[src/rtl/xlat_pkg.sv]
package xlat_pkg;
    localparam int unsigned VA_W     = 32;
    localparam int unsigned SPLIT_W  = 3;
    localparam int unsigned AP_W     = 2;
    localparam int unsigned DOM_W    = 4;
    localparam int unsigned IDX1_W   = 12;               // first-level index width
    localparam int unsigned OFF_W    = VA_W - IDX1_W;    // offset inside a 1MB region
    localparam int unsigned TBL1_B   = 1 << (IDX1_W + 2);// first-level table bytes

    localparam logic [1:0] TY_FAULT = 2'b00;
    localparam logic [1:0] TY_PTR   = 2'b01;             // coarse at L1, large at L2
    localparam logic [1:0] TY_BLK   = 2'b10;             // section at L1, small at L2

    typedef enum logic [2:0] {
        ST_IDLE, ST_FETCH_L1, ST_WAIT_L1, ST_FETCH_L2, ST_WAIT_L2, ST_DONE
    } walk_st_e;

    typedef struct packed {
        logic             fault;
        logic             leaf;
        logic [VA_W-1:0]  pa;
        logic [AP_W-1:0]  ap;
        logic [DOM_W-1:0] dom;
        logic [VA_W-1:0]  next_addr;
    } desc_info_t;

    typedef struct packed {
        walk_st_e         st;
        logic [VA_W-1:0]  va;
        logic [VA_W-1:0]  addr;
        logic [VA_W-1:0]  pa;
        logic [AP_W-1:0]  ap;
        logic [DOM_W-1:0] dom;
        logic             fault;
        logic             flt_l2;
    } walk_t;
endpackage

[src/rtl/xlat_base_sel.sv]
module xlat_base_sel
    import xlat_pkg::*;
(
    input  logic [VA_W-1:0]    va,
    input  logic [SPLIT_W-1:0] split,
    input  logic [VA_W-1:0]    base0,
    input  logic [VA_W-1:0]    base1,
    output logic [VA_W-1:0]    l1_addr
);
    localparam logic [VA_W-1:0] ONES    = {VA_W{1'b1}};
    localparam logic [VA_W-1:0] TBL_MSK = VA_W'(TBL1_B - 1);

    logic [VA_W-1:0] hi_mask;
    logic [VA_W-1:0] lo_keep;
    logic [VA_W-1:0] base_sel;
    logic            use_hi;

    always_comb begin
        hi_mask  = ~(ONES >> split);                     // zero when split is 0
        use_hi   = |(va & hi_mask);
        lo_keep  = ~(TBL_MSK >> split);                  // lower table shrinks with split
        base_sel = use_hi ? (base1 & ~TBL_MSK) : (base0 & lo_keep);
        l1_addr  = base_sel | {{(VA_W-IDX1_W-2){1'b0}}, va[VA_W-1 -: IDX1_W], 2'b00};
    end
endmodule

[src/rtl/xlat_desc_dec.sv]
module xlat_desc_dec
    import xlat_pkg::*;
#(
    parameter bit SECOND = 1'b0
)(
    input  logic [OFF_W-1:0]  off,
    input  logic [VA_W-1:0]   desc,
    input  logic [DOM_W-1:0]  dom_in,
    output desc_info_t        info
);
    generate
        if (!SECOND) begin : g_l1
            always_comb begin
                info           = '0;
                info.dom       = desc[8:5];
                info.next_addr = {desc[VA_W-1:10], off[OFF_W-1:12], 2'b00};
                unique case (desc[1:0])
                    TY_BLK: begin
                        info.leaf = 1'b1;
                        info.pa   = {desc[VA_W-1:OFF_W], off};
                        info.ap   = desc[11:10];
                    end
                    TY_PTR:  info.leaf  = 1'b0;
                    default: info.fault = 1'b1;
                endcase
            end
        end else begin : g_l2
            always_comb begin
                info           = '0;
                info.dom       = dom_in;
                info.leaf      = 1'b1;
                info.ap        = desc[5:4];
                unique case (desc[1:0])
                    TY_BLK:  info.pa = {desc[VA_W-1:12], off[11:0]};
                    TY_PTR:  info.pa = {desc[VA_W-1:16], off[15:0]};
                    default: info.fault = 1'b1;
                endcase
            end
        end
    endgenerate
endmodule

[src/rtl/xlat_walker.sv]
module xlat_walker
    import xlat_pkg::*;
(
    input  logic               clk,
    input  logic               rst_n,
    input  logic               req_valid,
    output logic               req_ready,
    input  logic [31:0]        req_vaddr,
    input  logic [2:0]         split,
    input  logic [31:0]        base0,
    input  logic [31:0]        base1,
    output logic               mem_req_valid,
    input  logic               mem_req_ready,
    output logic [31:0]        mem_req_addr,
    input  logic               mem_rsp_valid,
    input  logic [31:0]        mem_rsp_data,
    output logic               res_valid,
    input  logic               res_ready,
    output logic [31:0]        res_paddr,
    output logic [1:0]         res_ap,
    output logic [3:0]         res_domain,
    output logic               res_fault,
    output logic               res_fault_l2
);
    localparam walk_t RST_Q = '{st: ST_IDLE, default: '0};

    walk_t      q, d;
    logic [VA_W-1:0] l1_addr;
    desc_info_t l1_info, l2_info;

    xlat_base_sel u_sel (
        .va(req_vaddr), .split(split), .base0(base0), .base1(base1), .l1_addr(l1_addr)
    );

    xlat_desc_dec #(.SECOND(1'b0)) u_dec_l1 (
        .off(q.va[OFF_W-1:0]), .desc(mem_rsp_data), .dom_in('0), .info(l1_info)
    );

    xlat_desc_dec #(.SECOND(1'b1)) u_dec_l2 (
        .off(q.va[OFF_W-1:0]), .desc(mem_rsp_data), .dom_in(q.dom), .info(l2_info)
    );

    always_comb begin
        d = q;
        unique case (q.st)
            ST_IDLE: if (req_valid) begin
                d        = RST_Q;
                d.va     = req_vaddr;
                d.addr   = l1_addr;
                d.st     = ST_FETCH_L1;
            end
            ST_FETCH_L1: if (mem_req_ready) d.st = ST_WAIT_L1;
            ST_WAIT_L1: if (mem_rsp_valid) begin
                if (l1_info.fault) begin
                    d.fault = 1'b1;
                    d.st    = ST_DONE;
                end else if (l1_info.leaf) begin
                    d.pa  = l1_info.pa;
                    d.ap  = l1_info.ap;
                    d.dom = l1_info.dom;
                    d.st  = ST_DONE;
                end else begin
                    d.addr = l1_info.next_addr;
                    d.dom  = l1_info.dom;
                    d.st   = ST_FETCH_L2;
                end
            end
            ST_FETCH_L2: if (mem_req_ready) d.st = ST_WAIT_L2;
            ST_WAIT_L2: if (mem_rsp_valid) begin
                d.st = ST_DONE;
                if (l2_info.fault) begin
                    d.fault  = 1'b1;
                    d.flt_l2 = 1'b1;
                    d.dom    = '0;
                end else begin
                    d.pa = l2_info.pa;
                    d.ap = l2_info.ap;
                end
            end
            ST_DONE: if (res_ready) d.st = ST_IDLE;
            default: d.st = ST_IDLE;
        endcase
    end

    always_ff @(posedge clk or negedge rst_n) begin
        if (!rst_n) q <= RST_Q;
        else        q <= d;
    end

    assign req_ready     = (q.st == ST_IDLE);
    assign mem_req_valid = (q.st == ST_FETCH_L1) || (q.st == ST_FETCH_L2);
    assign mem_req_addr  = q.addr;
    assign res_valid     = (q.st == ST_DONE);
    assign res_paddr     = q.pa;
    assign res_ap        = q.ap;
    assign res_domain    = q.dom;
    assign res_fault     = q.fault;
    assign res_fault_l2  = q.flt_l2;
endmodule

[config.mk]
export PLATFORM = sky130hd
export DESIGN_NAME = xlat_walker
export DESIGN_NICKNAME = d
export VERILOG_FILES = /design/src/rtl/xlat_pkg.sv /design/src/rtl/xlat_base_sel.sv /design/src/rtl/xlat_desc_dec.sv /design/src/rtl/xlat_walker.sv
export SDC_FILE = /design/constraint.sdc
export NUM_CORES = 1
export LEC_CHECK = 0
export BUFFER_PORTS_ARGS = -buffer_cell sky130_fd_sc_hd__buf_2
export CAP_MARGIN = 20
export CORE_UTILIZATION = 45
export CTS_BUF_LIST = sky130_fd_sc_hd__clkbuf_8
export CTS_CLUSTER_SIZE = 14
export DETAILED_ROUTE_END_ITERATION = 7
export PLACE_DENSITY = 0.7
export SETUP_SLACK_MARGIN = 0.5
export SLEW_MARGIN = 30
export SYNTH_ARGS = -nofsm -noshare
export SYNTH_HDL_FRONTEND = slang
export SYNTH_SLANG_ARGS = --single-unit
[constraint.sdc]
create_clock -name clk -period 2.3 [get_ports clk]
set_clock_uncertainty 0.05 [all_clocks]
set_input_delay 0.46 -clock clk [delete_from_list [all_inputs] [get_ports clk]]
set_output_delay 0.46 -clock clk [all_outputs]
set_load 0.01 [all_outputs]
==> results.md <==
* Avg Cell Area, Syn at ~9 um2
* Hold-fix buffers, CTS at 0
* Clk root buf: clkbuf_8
* Clk slew on worst S/H paths at 0.10 ns
* WP buf/inv at 3
* Die Y at 118.5 um
* Initial core utilization at 0.4608
* Unique masters post-synth at 57
* DR DRC count at 0
* Htree depth at 3
* Post-synth EDFFs at 0
* CTS sink cnt at just over 90
* Antenna-violating nets left at 0
* Share of cells above drive strength 1 at 0.4100
* Num rows at between 40 and 50
* Slew Limit Fails at 0
* Setup violations, final at 0
* Critical R2R Launch: q[105]$_DFFE_PN0P_
* Net switching power at 3.941 mW
* Later-pin clock latency in the skew report at 0.36 ns
* Largest net degree at the start of global routing at 94
* Post-synthesis cell count at between 600 and 700
* Logic gate share of total power at 0.608
* Final hold vios at 0
* Chip width at 118.5 um
* Setup TNS at 0 ns
* Clk buf depth at 2
* RSZ-0062 raised after global routing: true
* Synth Warn # at 0
* Worst setup path category: reg2reg
* Run status: finished clean
* Top delay family on crit path: simple AND/OR/NAND/NOR gates
* Sequential power share at 0.284
* Initial antenna violation count at 0
* Final #Nets at ~990
* Core area at between 0.01 and 0.015 mm2
* Final period utilization at 0.8553
* Global-route wire length before repair at around 29 mm
* Worst relative slew slack at 0.5943
* Crit path required time at around 2.5 ns
* CP Capture Type: register
* Worst Setup SP: q[105]$_DFFE_PN0P_
* Avg WL per Cell at approximately 19 um
* Worst Path Max Fanout at 9
* P_int at approximately 5.4 mW
* Total Routing Usage GR at 0.2608
* Gpl congestion at 0.9139
* Total power at 9.380 mW
* Setup crit start kind: register
* Number of global-route vias before repair at roughly 5700
* Leakage Power at 3.665 nW
* Final Critical Period at ~2 ns
* I/O Pins at around 210
* Critical path's largest stage delay at 0.46 ns
* Hold WC Path Type: in2async
* Maximum VDD drop at roughly 0.46 mV
* Seq/Total Area, Yosys at 0.3814
* GRT Residual Overflow at 0
* CP max stage cell: dfrtp_2
* Initial DRC count at between 400 and 500
* Diode count at 0
* Worst slew pin tran at between 0.6 and 0.7 ns
* Clock group share of total power at 0.108
* Power per cell area at between 1000 and 1500 mW/mm2
* Ys flop type: dfrtp_1
* Async set or reset register ratio after synthesis at 1.000
* CTS Buf Count at 9
* Dpl hpwl at roughly 12 mm
* Max-cap violation count at 0
* Placed Cells at 969
* CTS tree: built
* Drt via density at a little under 6
* Die area at approximately 0.014 mm2
* Synthesis-stage register bit count at 93
* Post-Layout Cell Count at around 1000
* Crit-path most repeated cell: buf_4
* Post-Syn Area at between 0.006 and 0.007 mm2
* IO buf count at 185
* CP cell instances: buf_8 -> or3b_4 -> a31oi_4 -> buf_4 -> buf_4 -> nand3_2 -> o2bb2ai_1
* Net Sw Frac at 0.4202
* Layout Area Growth over Synthesis at 30.94%
* F_max at 508.4 MHz
* Final wirelength at ~20 mm
* Via count at just over 6000
* Pre-antenna DRT Iters at 5
* WP data arrival at 2.17 ns
cell families (layout without fill, tap and decap cells):
family | after synthesis | count (layout) | share of synthesized area
mux | 34 | 34 | 0.05639
flops | 93 | 93 | 0.3814
other cells | 1 | 2 | 0.0006145
simple gates | 210 | 212 | 0.1665
compound gates | 193 | 193 | 0.2368
fa+ha+maj | 4 | 4 | 0.007997
buf+inv | 161 | 318 | 0.1503
worst paths after layout:
check,to,slack (ns),cells past startpoint
hold / removal,mem_req_addr[2]$_DFFE_PN0P_,0.03,2
hold reg to reg,q[77]$_DFFE_PN0P_,0.43,2
max in group asynchronous,q[106]$_DFFE_PN0P_,1.67,2
min in group clk,q[85]$_DFFE_PN0P_,0.23,3
setup reg to reg,res_paddr[12]$_DFFE_PN0P_,0.33,7
setup / recovery,res_paddr[12]$_DFFE_PN0P_,0.33,7
cells in the final DEF, fill, tap and decap left out, drive strengths merged, types with 3 or more instances in the layout:
cell type    n
buf        262
a22oi        8
clkinv       3
clkbuf      14
o21a         4
nand4       20
nand3b       8
a31oi       27
a21oi        7
nand2      107
nor2b        4
a21boi      37
a2111oi     18
a2bb2oi     18
or2          3
mux2i       31
o2bb2ai      8
o221a        4
o21ai       30
nand2b       3
o211ai      18
mux2         3
nor2        14
nor4         5
dfrtp       93
inv         36
nand3       35
ha           3
metal layers:
| layer | share of wire | up-vias | GRT usage |
|---|---|---|---|
| li1 | - | 2753 | - |
| met3 | 0.087 | 37 | 0.05454 |
| met5 | 0 | - | 0 |
| met4 | 0.026 | 0 | 0.08861 |
| met2 | 0.48 | 343 | 0.4202 |
| met1 | 0.40 | 2908 | 0.3482 |
flip-flops by register name, summed over array words and instances, names as in the netlist:
signal	cells
res_domain	4
mem_req_addr	30
q	23
res_fault	1
res_fault_l2	1
res_paddr	32
res_ap	2
metrics by stage:
stage / worst slack (ns) / instance area [um2] / hold WS [ns] / util
4_1_cts: 0.3701 / 7466 / 0.1139 / 0.5638
2_1_floorplan: 0.4318 / 6168 / 0.1144 / -
3_3_place_gp: -0.05660 / 6849 / 0.4071 / 0.5172
5_1_grt: 0.2736 / 7990 / 0.1080 / 0.6034
6_report: 0.3329 / 7990 / 0.03117 / 0.6034
3_5_place_dp: -0.09210 / 6849 / 0.4126 / 0.5172
final cells by class:
class                   instances  area [um2]
fillers                      1134        5253
multi-input cells             445        3228
flip-flops and latches         93        2331
repair buffers                268        1904
well taps                     176       220.2
clock buffers                  10       137.6
inverters                      34       130.1
clock inverters                 6       38.79
power groups by stage:
stage / clock, mW / combinational, mW / sequential, mW
after detailed placement: 0 / 4.04 / 2.63
after global routing: 1.10 / 6.11 / 2.73
after global placement: 0 / 3.91 / 2.60
after CTS: 1.04 / 4.81 / 2.64
after floorplan: 0 / 3.24 / 2.52
final: 1.02 / 5.70 / 2.66
Yosys cell counts (14+ instances only):
cell type | count | area (um2)
a2bb2oi_1 | 18 | 157.7
buf_4 | 71 | 533.0
nor2_1 | 14 | 52.55
nand4_1 | 20 | 125.1
o211ai_1 | 18 | 135.1
nand3_1 | 33 | 165.2
nand2_1 | 107 | 401.6
a2111oi_0 | 18 | 157.7
mux2i_1 | 31 | 310.3
o21ai_0 | 29 | 145.1
buf_2 | 19 | 95.09
a31oi_1 | 26 | 162.7
dfrtp_1 | 93 | 2327
inv_1 | 34 | 127.6
a21boi_0 | 34 | 255.2
clkbuf_1 | 33 | 123.9
timing repair:
action	in CTS	in global routing
endpoints found under the setup margin	92	84
resized for setup	70	54
cloned	5	8
hold endpoints to repair	0	0
setup buffers	16	18
pin swaps	8	12
(Power assumes the default switching activity.)
